--- src/rtl/isa_ext_pkg.sv ---
package isa_ext_pkg;
  localparam int XLEN        = 32;
  localparam int LETTERS     = 26;
  localparam int WCODE_W     = 2;
  localparam int PAD_W       = XLEN - WCODE_W - LETTERS;

  localparam int BIT_A = 0;
  localparam int BIT_C = 2;
  localparam int BIT_D = 3;
  localparam int BIT_E = 4;
  localparam int BIT_F = 5;
  localparam int BIT_I = 8;
  localparam int BIT_M = 12;
  localparam int BIT_S = 18;
  localparam int BIT_U = 20;

  function automatic logic [LETTERS-1:0] handledSet();
    logic [LETTERS-1:0] m;
    m = '0;
    m[BIT_A] = 1'b1; m[BIT_C] = 1'b1; m[BIT_D] = 1'b1;
    m[BIT_E] = 1'b1; m[BIT_F] = 1'b1; m[BIT_I] = 1'b1;
    m[BIT_M] = 1'b1; m[BIT_S] = 1'b1; m[BIT_U] = 1'b1;
    return m;
  endfunction

  typedef struct packed {
    logic store;
    logic clrD;
    logic clrC;
  } ext_strb_t;
endpackage

--- src/rtl/isa_ext_ctrl.sv ---
module isa_ext_ctrl
  import isa_ext_pkg::*;
#(
  parameter int PC_LOW_W = 2
) (
  input  logic                clk,
  input  logic                rstN,
  input  logic                wrEn,
  input  logic                writeAllow,
  input  logic                rawI,
  input  logic                rawE,
  input  logic                maskedD,
  input  logic                maskedF,
  input  logic                maskedC,
  input  logic [PC_LOW_W-1:0] nextPcLow,
  output ext_strb_t           strb
);
  logic writable;
  logic hasBase;
  logic pcMisaligned;

  always_comb begin
    writable     = wrEn && writeAllow;
    hasBase      = rawI || rawE;
    pcMisaligned = (nextPcLow != '0);
    strb.store   = writable && hasBase && !rawE;
    strb.clrD    = maskedD && !maskedF;
    strb.clrC    = maskedC && pcMisaligned;
  end

  // locked register never stores
  p_locked_no_store_r2: assert property (@(posedge clk) disable iff (!rstN)
    !writeAllow |-> !strb.store);
  // an accepted write always names I and never E
  p_base_present_r3: assert property (@(posedge clk) disable iff (!rstN)
    strb.store |-> (rawI && !rawE));
endmodule

--- src/rtl/isa_ext_dp.sv ---
module isa_ext_dp
  import isa_ext_pkg::*;
#(
  parameter logic [WCODE_W-1:0] NATIVE_CODE = 2'd1
) (
  input  logic               clk,
  input  logic               rstN,
  input  logic [XLEN-1:0]    wrData,
  input  logic [LETTERS-1:0] supportMask,
  input  ext_strb_t          strb,
  input  logic               pcMisaligned,
  output logic [LETTERS-1:0] maskedLetters,
  output logic [XLEN-1:0]    regQ,
  output logic               pulseQ
);
  localparam logic [LETTERS-1:0] HANDLED = handledSet();

  logic [LETTERS-1:0] newLetters;
  logic [XLEN-1:0]    nextVal;

  assign maskedLetters = wrData[LETTERS-1:0] & supportMask & HANDLED;

  for (genvar b = 0; b < LETTERS; b++) begin : g_letter
    if (b == BIT_D) begin : g_d
      assign newLetters[b] = maskedLetters[b] && !strb.clrD;
    end else if (b == BIT_C) begin : g_c
      assign newLetters[b] = maskedLetters[b] && !strb.clrC;
    end else begin : g_plain
      assign newLetters[b] = maskedLetters[b];
    end
  end

  assign nextVal = {regQ[XLEN-1 -: WCODE_W], {PAD_W{1'b0}}, newLetters};

  always_ff @(posedge clk) begin
    if (!rstN) begin
      regQ   <= {NATIVE_CODE, {PAD_W{1'b0}}, supportMask};
      pulseQ <= 1'b0;
    end else begin
      pulseQ <= strb.store && (nextVal != regQ);
      if (strb.store) regQ <= nextVal;
    end
  end

  // no store strobe, no change
  p_hold_without_store_r2: assert property (@(posedge clk) disable iff (!rstN)
    $past(rstN) && !strb.store |=> $stable(regQ));
  // width field survives any write data
  p_width_keep_r8: assert property (@(posedge clk) disable iff (!rstN)
    $past(rstN) && strb.store && (wrData[XLEN-1 -: WCODE_W] != regQ[XLEN-1 -: WCODE_W])
      |=> $stable(regQ[XLEN-1 -: WCODE_W]));
  // stored D implies stored F after a write
  p_d_needs_f_r6: assert property (@(posedge clk) disable iff (!rstN)
    $past(rstN) && strb.store |=> !(regQ[BIT_D] && !regQ[BIT_F]));
  // misaligned fetch forbids C
  p_c_aligned_r7: assert property (@(posedge clk) disable iff (!rstN)
    $past(rstN) && strb.store && pcMisaligned |=> !regQ[BIT_C]);
  // a pulse means the value moved
  p_pulse_change_r9: assert property (@(posedge clk) disable iff (!rstN)
    $past(rstN) && pulseQ |-> (regQ != $past(regQ)));
  // unhandled letters never stored
  p_unhandled_zero_r5: assert property (@(posedge clk) disable iff (!rstN)
    $past(rstN) && strb.store |=> ((regQ[LETTERS-1:0] & ~HANDLED) == '0));
endmodule

--- src/rtl/isa_ext_filter.sv ---
module isa_ext_filter
  import isa_ext_pkg::*;
#(
  parameter logic [WCODE_W-1:0] NATIVE_CODE = 2'd1,
  parameter int                 PC_LOW_W    = 2
) (
  input  logic                clk,
  input  logic                rstN,
  input  logic                wrEn,
  input  logic [XLEN-1:0]     wrData,
  input  logic [LETTERS-1:0]  supportMask,
  input  logic                writeAllow,
  input  logic [PC_LOW_W-1:0] nextPcLow,
  output logic [XLEN-1:0]     extReg,
  output logic                changePulse
);
  ext_strb_t          strb;
  logic [LETTERS-1:0] maskedLetters;

  isa_ext_ctrl #(.PC_LOW_W(PC_LOW_W)) ctrl_i (
    .clk        (clk),
    .rstN       (rstN),
    .wrEn       (wrEn),
    .writeAllow (writeAllow),
    .rawI       (wrData[BIT_I]),
    .rawE       (wrData[BIT_E]),
    .maskedD    (maskedLetters[BIT_D]),
    .maskedF    (maskedLetters[BIT_F]),
    .maskedC    (maskedLetters[BIT_C]),
    .nextPcLow  (nextPcLow),
    .strb       (strb)
  );

  isa_ext_dp #(.NATIVE_CODE(NATIVE_CODE)) dp_i (
    .clk           (clk),
    .rstN          (rstN),
    .wrData        (wrData),
    .supportMask   (supportMask),
    .strb          (strb),
    .pcMisaligned  (nextPcLow != '0),
    .maskedLetters (maskedLetters),
    .regQ          (extReg),
    .pulseQ        (changePulse)
  );
endmodule

--- config.mk ---
export PLATFORM = sky130hd
export DESIGN_NAME = isa_ext_filter
export DESIGN_NICKNAME = d
export VERILOG_FILES = /design/src/rtl/isa_ext_pkg.sv /design/src/rtl/isa_ext_ctrl.sv /design/src/rtl/isa_ext_dp.sv /design/src/rtl/isa_ext_filter.sv
export SDC_FILE = /design/constraint.sdc
export NUM_CORES = 1
export LEC_CHECK = 0
export ABC_CLOCK_PERIOD_IN_PS = 2000
export BUFFER_PORTS_ARGS = -buffer_cell sky130_fd_sc_hd__buf_2
export CORE_ASPECT_RATIO = 1.4
export CORE_MARGIN = 2
export CORE_UTILIZATION = 39
export CTS_CLUSTER_DIAMETER = 60
export DETAILED_ROUTE_END_ITERATION = 10
export PLACE_DENSITY = 0.82
export SKIP_CTS_REPAIR_TIMING = 1
export SLEW_MARGIN = 15
export SYNTH_ARGS = -nofsm -noshare
export SYNTH_HDL_FRONTEND = slang
export SYNTH_SLANG_ARGS = --single-unit
--- constraint.sdc ---
create_clock -name clk -period 2 [get_ports clk]
set_clock_uncertainty 0.1 [all_clocks]
set_input_delay 0.2 -clock clk [delete_from_list [all_inputs] [get_ports clk]]
set_output_delay 0.2 -clock clk [all_outputs]
set_load 0.005 [all_outputs]
Word-level counts from Yosys, hierarchy flattened. Cells that the tools add are included.

Output and inout port bits: 33. Flip-flop bits (word level): 27. Logic and storage cells: 21. Bits of input ports: 64.

Bitwise gates (word level): 1. Multiplexer cells: 2. Equal/unequal tests: 2. Reductions and logical operators: 14.

Operator list (number): $mux W26 (2); $ne A21 B26 Y1 (1); $and A21 B21 Y21 (1); $logic_and A1 B1 Y1 (8); $logic_not A1 Y1 (4); $ne A2 B1 Y1 const B (1); $reduce_bool A2 Y1 (1); $logic_or A1 B1 Y1 (1).

Longest topological paths before layout.
Depth in word-level cells: 7. Depth in mapped cells: 4. Depth with buffers taken out: 4.

Cells and area by module. A second synthesis with hierarchy kept.

Cells, all modules: 124. Area, all modules: 1462.7 µm².

Modules (own cells, without submodules): isa_ext_dp (area each 1432.6 µm², times used 1, cells an instance 120); isa_ext_ctrl (area each 23.8 µm², times used 1, cells an instance 3); isa_ext_filter (area each 6.3 µm², times used 1, cells an instance 1).

Worst setup path after synthesis. OpenSTA, ideal clock, no wires.

Kind: input -> register. From: input port rstN. To: register dp_i.regQ[0], enable pin. Stages: 2. Arrival time: 950 ps. Setup slack: 512 ps. Path buffers: 1. Cell sequence: clkbuf_1 > nand2_1.

Longest elaborated chain between the ends: 1.

Ends and longest elaborated chain: from (decl) (RTL line isa_ext_filter.sv:8) `input logic rstN,`; $ne A2 B1 Y1 (no line); to (signal assigned) (RTL line isa_ext_dp.sv:37) `regQ <= {NATIVE_CODE, {PAD_W{1'b0}}, supportMask};`; to (signal assigned) (RTL line isa_ext_dp.sv:41) `if (strb.store) regQ <= nextVal;`; to (decl) (RTL line isa_ext_dp.sv:13) `output logic [XLEN-1:0] regQ,`.

Every way passes these cells. A chain may end at the register's enable or synchronous reset.

Worst setup path in the final report.
From: register dp_i.regQ[7]. To: register dp_i.pulseQ.

Longest elaborated chain between the ends: 2.

Ends and longest elaborated chain: $ne A21 B26 Y1 (RTL line isa_ext_dp.sv:40) `pulseQ <= strb.store && (nextVal != regQ);`; $logic_and A1 B1 Y1 (RTL line isa_ext_dp.sv:40); to (signal assigned) (RTL line isa_ext_dp.sv:40); to (decl) (RTL line isa_ext_dp.sv:14) `output logic pulseQ`.

Every way passes these cells.

==> load_flow_metrics.sql <==
INSERT INTO impl_metrics (metric_group, metric, value, unit) VALUES
('logic_synthesis', 'synth_ff_type', 'edfxtp_1', ''),
('clocking', 'clk_pin_slew_worst_paths', '0.09', 'ns'),
('cells_and_area', 'layout.core_utilization', '53.7', '%'),
('critical_path', 'cp_num_buf_inv', '0', ''),
('critical_path', 'worst_path_class_setup', 'reg2reg', ''),
('timing', 'hold_viol_final', '0', ''),
('clocking', 'cts_inserted_buffers', '3', ''),
('power', 'post-layout-total-power', '1.20', 'mW'),
('clocking', 'clock_latency', '0.27', 'ns'),
('global_route', 'grt_max_degree', '23', ''),
('routing', 'routed_via_density', '4.84', ''),
('power', 'p_comb_share', '15.4', '%'),
('clocking', 'cts-root-buf', 'clkbuf_8', ''),
('cells_and_area', 'nFillCells', '294', ''),
('power', 'cellPowerDensity', '720', 'nW/µm²'),
('logic_synthesis', 'synth_top_cell_area_share', '62.2', '%'),
('die', 'row_count', '24', ''),
('logic_synthesis', 'avgSynthCellArea', '12.5', 'µm²'),
('timing', 'finalCritPeriodShare', '71.9', '%'),
('power', 'irDropWorstVdd', '0.407', 'mV'),
('power', 'p_sw_share', '23.2', '%'),
('routing', 'final_routed_wirelength_across_all_metal_layers', '2670', 'µm'),
('cells_and_area', 'net_count_reported_at_finish', '234', ''),
('logic_synthesis', 'synth_edf_count', '26', ''),
('critical_path', 'cp-end-kind', 'flop', ''),
('global_route', 'grt_remaining_overflow', '0', ''),
('logic_synthesis', 'netlist_area', '1250', 'µm²'),
('critical_path', 'critical_path.cell_chain', 'nor4_1, nand3_1, nor4_1, a311oi_1', ''),
('logic_synthesis', 'synth-async-reset-ratio', '0', '%'),
('power', 'clock_power_share', '25.4', '%'),
('clocking', 'tritoncts', 'yes', ''),
('critical_path', 'arrival', '1.49', 'ns'),
('routing', 'detail_route.first_pass.iterations', '4', ''),
('logic_synthesis', 'synthesis.instances', '100', ''),
('logic_synthesis', 'synth_seq_area_share', '63.8', '%'),
('cells_and_area', 'post_route_cells_drive_above_1_share', '43.8', '%'),
('critical_path', 'path_delay_family', 'simple AND/OR/NAND/NOR gates', ''),
('global_route', 'grt.met2_usage', '26.7', '%'),
('timing', 'setup_viol', '0', ''),
('placement', 'count_of_input_and_output_buffers', '67', ''),
('job', 'max_cap_viol_count', '0', ''),
('placement', 'dp.cells', '204', ''),
('timing', 'clock.fmax', '696', 'MHz'),
('routing', 'vias', '1007', ''),
('min_path', 'worst_hold_path_type', 'in2reg', ''),
('global_route', 'grt_antenna_before_repair', '0', ''),
('cells_and_area', 'area.growth.synth_to_final', '32.4', '%'),
('global_route', 'grt-busiest-layer', 'met2', ''),
('global_route', 'first_global_vias', '1024', ''),
('placement', 'half_perimeter_wire_length_after_placement', '2200', 'µm'),
('clocking', 'cts_sinks', '27', ''),
('run_status', 'run_status', 'complete, no violations', ''),
('critical_path', 'required', '2.05', 'ns'),
('timing', 'rsz0062_at_grt', 'false', ''),
('routing', 'routed_wire_length_per_instance', '12.8', 'µm'),
('critical_path', 'path_max_fanout', '2', ''),
('global_route', 'met1_usage', '17.5', '%'),
('routing', 'dr.first_iter.drc_count', '18', ''),
('timing', 'timing_max_transition_violations_final', '0', ''),
('critical_path', 'startpoint_kind_of_the_worst_setup_timing_path', 'flop', ''),
('critical_path', 'crit_top_cell', 'nor4_1', ''),
('cells_and_area', 'antenna_cells_inserted', '0', ''),
('routing', 'postRouteAntennaNets', '0', ''),
('power', 'power_report.internal_total', '0.919', 'mW'),
('die', 'die_width', '51.9', 'µm'),
('critical_path', 'slowest_stage_cell_on_the_critical_path', 'edfxtp_1', ''),
('logic_synthesis', 'cell_with_the_most_instances_after_synthesis', 'edfxtp_1', ''),
('timing', 'timing.hold.ws', '0.110', 'ns'),
('die', 'design.die.area', '3690', 'µm²'),
('timing', 'setup_total_negative_slack', '0', 'ns'),
('logic_synthesis', 'synth_top_area_cell', 'edfxtp_1', '');
## final cells by class
| type | count | area, µm² | area share [%] |
|---|---|---|---|
| inverter | 2 | 7.51 | 0.452 |
| tap | 39 | 48.8 | 2.94 |
| clock buffer | 4 | 45.0 | 2.71 |
| multi-input combinational | 67 | 409 | 24.6 |
| sequential | 27 | 801 | 48.2 |
| timing repair buffer | 69 | 350 | 21.1 |
## worst paths after layout
path	startpoint	to	slack, ns	cells after the start
setup / recovery	dp_i.regQ[7]	dp_i.pulseQ	0.56	4
hold / removal	wrData[12]	dp_i.regQ[12]	0.11	2
setup reg to reg	dp_i.regQ[7]	dp_i.pulseQ	0.56	4
hold reg to reg	dp_i.regQ[14]	dp_i.pulseQ	0.68	4
## metal layers
layer,share of wire [%],vias to the layer above
met5,0,-
met4,2.9,0
met3,7.8,9
met2,51,58
met1,38,450
li1,-,490
## worst register-to-register path, delay by kind of cell (launching register included)
kind / cells / cell delay (ns)
AO/OA/AOI/OAI: 1 / 0.13
flip-flops: 1 / 0.40
AND/OR/NAND/NOR: 3 / 0.69
## sequential cells by signal, summed over array words and instances, names as in the netlist
register / cells
dp_i.pulseQ: 1
dp_i.regQ: 26
## power by group through the flow
stage               combinational, mW  clock [mW]  sequential, mW
floorplan                      0.0784           0           0.725
global placement                0.181           0           0.717
detailed placement              0.187           0           0.721
CTS                             0.188       0.309           0.709
global route                    0.206       0.336           0.715
finish                          0.185       0.304           0.708
## logic make-up (layout without fill, tap and decap cells)
kind of cell,Yosys count,count (layout),share of synthesized area [%]
simple gates,40,40,18.1
other cells,2,6,0.598
compound gates,15,15,8.47
flops,27,27,63.8
buf+inv,10,75,4.79
xor+xnor,6,6,4.19
## layout by cell type (no fill, tap or decap)
master,netlist,routed
buf_2,0,67
edfxtp_1,26,26
nor2b_1,17,17
nand2_1,8,8
o21a_1,6,6
xnor2_1,6,6
conb_1,2,6
nor4_1,4,4
a21boi_0,3,3
nand4_1,3,3
a21oi_1,3,3
clkbuf_8,0,3
inv_1,2,2
nand3_1,2,2
nor2_1,2,2
and3_1,2,2
buf_4,6,2
a31o_2,1,1
o22ai_1,1,1
nor4_2,1,1
nor3_1,1,1
a311oi_1,1,1
clkbuf_1,2,1
dfxtp_1,1,1
## stage by stage
step / area [µm²] / setup WS, ns
floorplan: 1270 / 0.512
global placement: 1620 / 0.591
detailed placement: 1620 / 0.574
CTS: 1660 / 0.561
global route: 1660 / 0.387
finish: 1660 / 0.563
Note: power is estimated with default switching activity, not from simulation.
